<file path="src/rtl/audclk_pkg.sv">
package audclk_pkg;

    typedef enum logic [1:0] {
        RATIO_128 = 2'd0,
        RATIO_256 = 2'd1,
        RATIO_512 = 2'd2
    } ratio_e;

    localparam logic [2:0] MAN_CODE_128 = 3'b000;
    localparam logic [2:0] MAN_CODE_256 = 3'b010;
    localparam logic [2:0] MAN_CODE_512 = 3'b100;

endpackage

</file>
<file path="src/rtl/rate_band_sel.sv">
module rate_band_sel
    import audclk_pkg::*;
#(
    parameter int FS_W        = 8,
    parameter int AUTO_LO_KHZ = 54,
    parameter int AUTO_HI_KHZ = 108,
    parameter int MAX512_KHZ  = 108,
    parameter int FS_MIN_KHZ  = 7,
    parameter int FS_MAX_KHZ  = 216
) (
    input  logic            pll_lock_i,
    input  logic            auto_en_i,
    input  logic [FS_W-1:0] fs_khz_i,
    input  logic [2:0]      man_code_i,
    output ratio_e          req_o,
    output logic            unsup_o
);

    localparam logic [FS_W-1:0] LO_EDGE  = FS_W'(AUTO_LO_KHZ);
    localparam logic [FS_W-1:0] HI_EDGE  = FS_W'(AUTO_HI_KHZ);
    localparam logic [FS_W-1:0] CAP_512  = FS_W'(MAX512_KHZ);
    localparam logic [FS_W-1:0] RANGE_LO = FS_W'(FS_MIN_KHZ);
    localparam logic [FS_W-1:0] RANGE_HI = FS_W'(FS_MAX_KHZ);

    ratio_e auto_req;
    ratio_e man_req;
    logic   man_fallback;
    logic   out_of_range;

    // Automatic band choice; an unlocked clock always gets the lowest multiple.
    always_comb begin
        if (!pll_lock_i)
            auto_req = RATIO_128;
        else if (fs_khz_i <= LO_EDGE)
            auto_req = RATIO_512;
        else if (fs_khz_i < HI_EDGE)
            auto_req = RATIO_256;
        else
            auto_req = RATIO_128;
    end

    // Manual code decode with the 512x rate ceiling.
    always_comb begin
        man_fallback = 1'b0;
        unique case (man_code_i)
            MAN_CODE_256: man_req = RATIO_256;
            MAN_CODE_512: begin
                if (fs_khz_i > CAP_512) begin
                    man_req      = RATIO_256;
                    man_fallback = 1'b1;
                end else begin
                    man_req = RATIO_512;
                end
            end
            default:      man_req = RATIO_128;
        endcase
    end

    assign out_of_range = pll_lock_i && ((fs_khz_i < RANGE_LO) || (fs_khz_i > RANGE_HI));
    assign req_o        = auto_en_i ? auto_req : man_req;
    assign unsup_o      = out_of_range || (!auto_en_i && man_fallback);

endmodule

</file>
<file path="src/rtl/frame_phase_ctr.sv">
module frame_phase_ctr #(
    parameter int BASE_MULT = 512,
    parameter int BCK_MULT  = 64,
    localparam int CNT_W    = $clog2(BASE_MULT),
    localparam int BCK_BIT  = $clog2(BASE_MULT / BCK_MULT) - 1
) (
    input  logic             clk,
    input  logic             rst_n,
    input  logic             base_tick_i,
    output logic [CNT_W-1:0] pos_o,
    output logic             frame_end_o,
    output logic             bck_o,
    output logic             lrck_o
);

    logic [CNT_W-1:0] pos_q;

    always_ff @(posedge clk or negedge rst_n) begin
        if (!rst_n)
            pos_q <= '0;
        else if (base_tick_i)
            pos_q <= pos_q + 1'b1;
    end

    assign pos_o       = pos_q;
    assign frame_end_o = base_tick_i && (pos_q == {CNT_W{1'b1}});
    // Both levels come straight from counter bits, so every half period is exact
    // and the frame bit can only flip where the bit-clock bit returns to zero.
    assign bck_o       = pos_q[BCK_BIT];
    assign lrck_o      = pos_q[CNT_W-1];

endmodule

</file>
<file path="src/rtl/ratio_fsm.sv">
module ratio_fsm
    import audclk_pkg::*;
#(
    parameter int CNT_W = 9
) (
    input  logic             clk,
    input  logic             rst_n,
    input  logic             base_tick_i,
    input  logic             frame_end_i,
    input  logic [CNT_W-1:0] pos_i,
    input  ratio_e           req_i,
    output ratio_e           ratio_o,
    output logic             sck_tick_o
);

    typedef enum logic [1:0] {
        ST_R128 = 2'd0,
        ST_R256 = 2'd1,
        ST_R512 = 2'd2
    } st_e;

    st_e state_q;
    st_e state_d;
    st_e req_st;

    always_comb begin
        unique case (req_i)
            RATIO_256: req_st = ST_R256;
            RATIO_512: req_st = ST_R512;
            default:   req_st = ST_R128;
        endcase
    end

    // Transitions: T_SWITCH on a frame end, T_HOLD otherwise.
    always_comb begin
        state_d = state_q;
        unique case (state_q)
            ST_R128,
            ST_R256,
            ST_R512: if (frame_end_i) state_d = req_st;
            default: state_d = ST_R128;
        endcase
    end

    always_ff @(posedge clk or negedge rst_n) begin
        if (!rst_n)
            state_q <= ST_R128;
        else
            state_q <= state_d;
    end

    // Output process: SCK tick pattern per active state.
    always_comb begin
        ratio_o    = RATIO_128;
        sck_tick_o = 1'b0;
        unique case (state_q)
            ST_R512: begin
                ratio_o    = RATIO_512;
                sck_tick_o = base_tick_i;
            end
            ST_R256: begin
                ratio_o    = RATIO_256;
                sck_tick_o = base_tick_i && !pos_i[0];
            end
            default: begin
                ratio_o    = RATIO_128;
                sck_tick_o = base_tick_i && (pos_i[1:0] == 2'b00);
            end
        endcase
    end

endmodule

</file>
<file path="src/rtl/audclk_ratio_sel.sv">
module audclk_ratio_sel
    import audclk_pkg::*;
#(
    parameter int FS_W        = 8,
    parameter int AUTO_LO_KHZ = 54,
    parameter int AUTO_HI_KHZ = 108,
    parameter int MAX512_KHZ  = 108,
    parameter int FS_MIN_KHZ  = 7,
    parameter int FS_MAX_KHZ  = 216,
    parameter int BASE_MULT   = 512,
    parameter int BCK_MULT    = 64
) (
    input  logic            clk,
    input  logic            rst_n,
    input  logic            base_tick_i,
    input  logic            pll_lock_i,
    input  logic            auto_en_i,
    input  logic [FS_W-1:0] fs_khz_i,
    input  logic [2:0]      man_code_i,
    output logic            sck_tick_o,
    output logic            bck_o,
    output logic            lrck_o,
    output logic [1:0]      ratio_o,
    output logic            unsup_o
);

    localparam int CNT_W = $clog2(BASE_MULT);

    ratio_e           req;
    ratio_e           active;
    logic             unsup_d;
    logic             unsup_q;
    logic [CNT_W-1:0] pos;
    logic             frame_end;

    rate_band_sel #(
        .FS_W        (FS_W),
        .AUTO_LO_KHZ (AUTO_LO_KHZ),
        .AUTO_HI_KHZ (AUTO_HI_KHZ),
        .MAX512_KHZ  (MAX512_KHZ),
        .FS_MIN_KHZ  (FS_MIN_KHZ),
        .FS_MAX_KHZ  (FS_MAX_KHZ)
    ) sel_i (
        .pll_lock_i (pll_lock_i),
        .auto_en_i  (auto_en_i),
        .fs_khz_i   (fs_khz_i),
        .man_code_i (man_code_i),
        .req_o      (req),
        .unsup_o    (unsup_d)
    );

    frame_phase_ctr #(
        .BASE_MULT (BASE_MULT),
        .BCK_MULT  (BCK_MULT)
    ) ctr_i (
        .clk         (clk),
        .rst_n       (rst_n),
        .base_tick_i (base_tick_i),
        .pos_o       (pos),
        .frame_end_o (frame_end),
        .bck_o       (bck_o),
        .lrck_o      (lrck_o)
    );

    ratio_fsm #(
        .CNT_W (CNT_W)
    ) fsm_i (
        .clk         (clk),
        .rst_n       (rst_n),
        .base_tick_i (base_tick_i),
        .frame_end_i (frame_end),
        .pos_i       (pos),
        .req_i       (req),
        .ratio_o     (active),
        .sck_tick_o  (sck_tick_o)
    );

    always_ff @(posedge clk or negedge rst_n) begin
        if (!rst_n)
            unsup_q <= 1'b0;
        else
            unsup_q <= unsup_d;
    end

    assign unsup_o = unsup_q;
    assign ratio_o = active;

endmodule

</file>
<file path="config.mk">
export PLATFORM = sky130hd
export DESIGN_NAME = audclk_ratio_sel
export DESIGN_NICKNAME = d
export VERILOG_FILES = /design/src/rtl/audclk_pkg.sv /design/src/rtl/rate_band_sel.sv /design/src/rtl/frame_phase_ctr.sv /design/src/rtl/ratio_fsm.sv /design/src/rtl/audclk_ratio_sel.sv
export SDC_FILE = /design/constraint.sdc
export NUM_CORES = 1
export LEC_CHECK = 0
export BUFFER_PORTS_ARGS = -buffer_cell sky130_fd_sc_hd__buf_2
export CAP_MARGIN = 20
export CORE_MARGIN = 8
export CORE_UTILIZATION = 36
export CTS_BUF_LIST = sky130_fd_sc_hd__clkbuf_4 sky130_fd_sc_hd__clkbuf_8
export CTS_CLUSTER_SIZE = 16
export DETAILED_ROUTE_END_ITERATION = 8
export MAX_ROUTING_LAYER = met4
export PLACE_DENSITY = 0.7
export REMOVE_ABC_BUFFERS = 1
export SYNTH_ARGS = -nofsm -noshare
export SYNTH_HDL_FRONTEND = slang
export SYNTH_HIERARCHICAL = 1
export SYNTH_SLANG_ARGS = --single-unit
</file>
<file path="constraint.sdc">
create_clock -name clk -period 1.6 [get_ports clk]
set_clock_uncertainty 0.15 [all_clocks]
set_input_delay 0.16 -clock clk [delete_from_list [all_inputs] [get_ports clk]]
set_output_delay 0.16 -clock clk [all_outputs]
set_load 0.02 [all_outputs]
</file>
==> qor.log <==
INFO  worst_setup_path worstReg2RegStart=ctr_i/pos_o[1]$_DFFE_PN0P_
INFO  worst_setup_path worst_setup_path_start_kind=register
INFO  finish         final_core_util=51.47%
INFO  finish         antennaDiodeCount=0
INFO  finish         syn2layout_area_growth=35.63%
INFO  clocking       worst_skew_pair.late_latency=0.27ns
INFO  clocking       clockRootBuffer=sky130_fd_sc_hd__clkbuf_4
INFO  routing        post-route-drc-count=0
INFO  clocking       htreeDepth=1
INFO  synth          synthCells=75
INFO  global_routing grt.overflow.total=0
INFO  sta            fin_worst_hold_slack=0.06268ns
INFO  worst_hold_path hold_path_startpoint=pll_lock_i
INFO  worst_setup_path slowest_delay=0.45ns
INFO  power_and_ir_drop power.density_cell_area=1131mW/mm^2
INFO  synth          synth_area_per_cell=9.926um^2
INFO  sta            slew_headroom=80.03%
INFO  finish         layout.cells.most_common_list=sky130_fd_sc_hd__buf_2, sky130_fd_sc_hd__dfrtp_1, sky130_fd_sc_hd__nor2_1, sky130_fd_sc_hd__buf_4, sky130_fd_sc_hd__nand2_1
INFO  global_routing first_global_vias=732
INFO  worst_setup_path worstReg2RegEnd=fsm_i/state_q[0]$_DFFE_PN0P_
INFO  synth          yosysWarningCount=6
INFO  finish         multi_input_area=460.4um^2
INFO  placement      dpl-instance-area=913.4um^2
INFO  floorplan      rows=16
INFO  floorplan      die_area=0.003779mm^2
INFO  worst_hold_path worst_hold_path.num_cells=3
INFO  floorplan      floorplan.initialDensity=37.95%
INFO  sta            worst_slew_pin_slew=0.2954ns
INFO  worst_setup_path top_delay_family_on_crit_path=flip-flops
INFO  finish         layout_cell_share_with_drive_strength_beyond_1=41.12%
INFO  routing        post_drt_via_cell_ratio=5.090
INFO  worst_setup_path worst-endpoint-arrival=1.28ns
INFO  routing        total_iterations_of_the_first_detailed_routing_run=4
INFO  placement      dp_hpwl=1.365mm
INFO  worst_setup_path critical_path.endpoint_type=output port
INFO  synth          syn-cell-area=744.5um^2
INFO  placement      place.gp.congestion=0.8012
INFO  clocking       cts.reportedPaths.clkPinSlew=0.08ns
INFO  run_status     status=complete, no violations
INFO  worst_setup_path critical-path-slowest-cell=sky130_fd_sc_hd__dfrtp_2
INFO  routing        drt_first_iter_violations=19
INFO  clocking       cts_num_sinks=12
INFO  worst_setup_path reg2regPathDepth=7
INFO  worst_setup_path timing.critical_path.cells=nor3b_2 -> o31a_1 -> buf_6
INFO  worst_setup_path cp.buffers_inverters=1
INFO  worst_setup_path path_depth=3
INFO  global_routing largest_net_degree_at_the_start_of_global_routing=13
INFO  finish         fillers=202
INFO  sta            final-setup-viol-count=0
INFO  worst_hold_path timing.hold.worst.class=primary input to register
INFO  floorplan      io-pin-count=22
INFO  power_and_ir_drop ir_worst_vdd=0.0005347V
INFO  routing        routed_wl=1.804mm
INFO  routing        ant_nets=0
INFO  sta            fmaxAchievable=629.0MHz
INFO  power_and_ir_drop power.static_leakage=0.4838nW
INFO  sta            timing_max_transition_violations_final=0
INFO  floorplan      coreArea=0.001962mm^2
INFO  finish         sequential_cell_area=301.5um^2
INFO  finish         layout.cells.most_common=sky130_fd_sc_hd__buf_2
INFO  worst_setup_path r2r_setup_slack=0.03ns
INFO  worst_setup_path timing.critical_path.required=1.29ns
INFO  finish         layout.nets=126
INFO  clocking       cts_max_path_buffers=2
INFO  global_routing first_pass_grt_wire_length=3.070mm
INFO  flow_run       cap_viol_max_count=0
INFO  worst_setup_path critical_path.max_fanout=5
INFO  floorplan      fp.dieH=61.48um
INFO  sta            unrepaired_setup_endpoints_after_global_routing=yes
INFO  clocking       total_cts_buffers=3
INFO  routing        routed_via_count=682
INFO  global_routing global_route.usage.total=10.94%
INFO  routing        routed_wire_length_per_instance=13.46um
INFO  floorplan      die_w=61.48um
INFO  worst_setup_path setup.worst_path.class=register to output port
INFO  sta            finalCritPeriodShare=99.36%
INFO  worst_hold_path timing.hold.worst_endpoint=unsup_o$_DFF_PN0_
INFO  clocking       cts_tree=done
INFO  sta            hold_fails_final_rpt=0
INFO  finish         fin_area=0.001010mm^2
INFO  placement      port-buffer-count=21
INFO  sta            final_critical_path_time_including_i_o_delays_and_setup=1.590ns
INFO  global_routing initial_antenna_violation_count=0
==> timing repair <==
action,CTS,global route
hold endpoints to repair,12,0
resized for setup,4,6
pin swaps,0,1
setup buffers,1,1
hold buffers,1,0
endpoints found under the setup margin,2,3
gates cloned,0,0
==> worst min-delay path, cell delays in order <==
cell	delay, ns
sky130_fd_sc_hd__buf_2	0.12
sky130_fd_sc_hd__nand4_1	0.07
sky130_fd_sc_hd__o211ai_1	0.09
==> cell type report <==
class	count	share of cell area (%)
Tap cell	27	3.346
Sequential cell	12	29.86
Clock buffer	4	3.594
Inverter	1	0.3717
Multi-Input combinational cell	61	45.60
Timing Repair Buffer	29	17.22
==> per-layer routing <==
metal | global-route usage, % | share of wire (%) | vias to the layer above
met5 | - | 0 | -
met3 | 1.879 | 2.7 | 2
li1 | - | - | 346
met4 | 4.870 | 0.55 | 0
met2 | 19.70 | 51 | 13
met1 | 11.34 | 46 | 321
==> metrics by stage <==
stage	power [mW]	setup slack, ns	instances	setup TNS, ns
floorplan	0.6802	-0.002606	74	-0.002606
global placement	0.8635	0.1180	127	0
detailed placement	0.8803	-0.006237	127	-0.006237
CTS	1.132	-0.01599	133	-0.01599
global route	1.214	-0.04110	134	-0.07245
finish	1.142	0.01016	134	0
==> where the power goes <==
group | internal [mW] | switching, mW | leakage, nW
combinational | 0.223 | 0.214 | 0.309
sequential | 0.392 | 0.0707 | 0.154
clock | 0.138 | 0.104 | 0.0210
==> worst max-delay path by stage <==
stage | slack, ns | startpoint | end
floorplan | -0.003 | ctr_i/pos_o[2]$_DFFE_PN0P_ | ctr_i/pos_o[8]$_DFFE_PN0P_
global placement | 0.12 | ctr_i/pos_o[0]$_DFFE_PN0P_ | fsm_i/state_q[0]$_DFFE_PN0P_
detailed placement | -0.006 | ctr_i/pos_o[0]$_DFFE_PN0P_ | fsm_i/state_q[0]$_DFFE_PN0P_
CTS | -0.02 | ctr_i/pos_o[0]$_DFFE_PN0P_ | sck_tick_o
global route | -0.04 | ctr_i/pos_o[1]$_DFFE_PN0P_ | fsm_i/state_q[0]$_DFFE_PN0P_
finish | 0.01 | fsm_i/state_q[0]$_DFFE_PN0P_ | sck_tick_o
==> registers in the layout (all words and copies together) (netlist names) <==
| signal | count |
|---|---|
| unsup_o | 1 |
| fsm_i/state_q | 2 |
| ctr_i/pos_o | 9 |
Note: power is estimated with default switching activity, not from simulation.
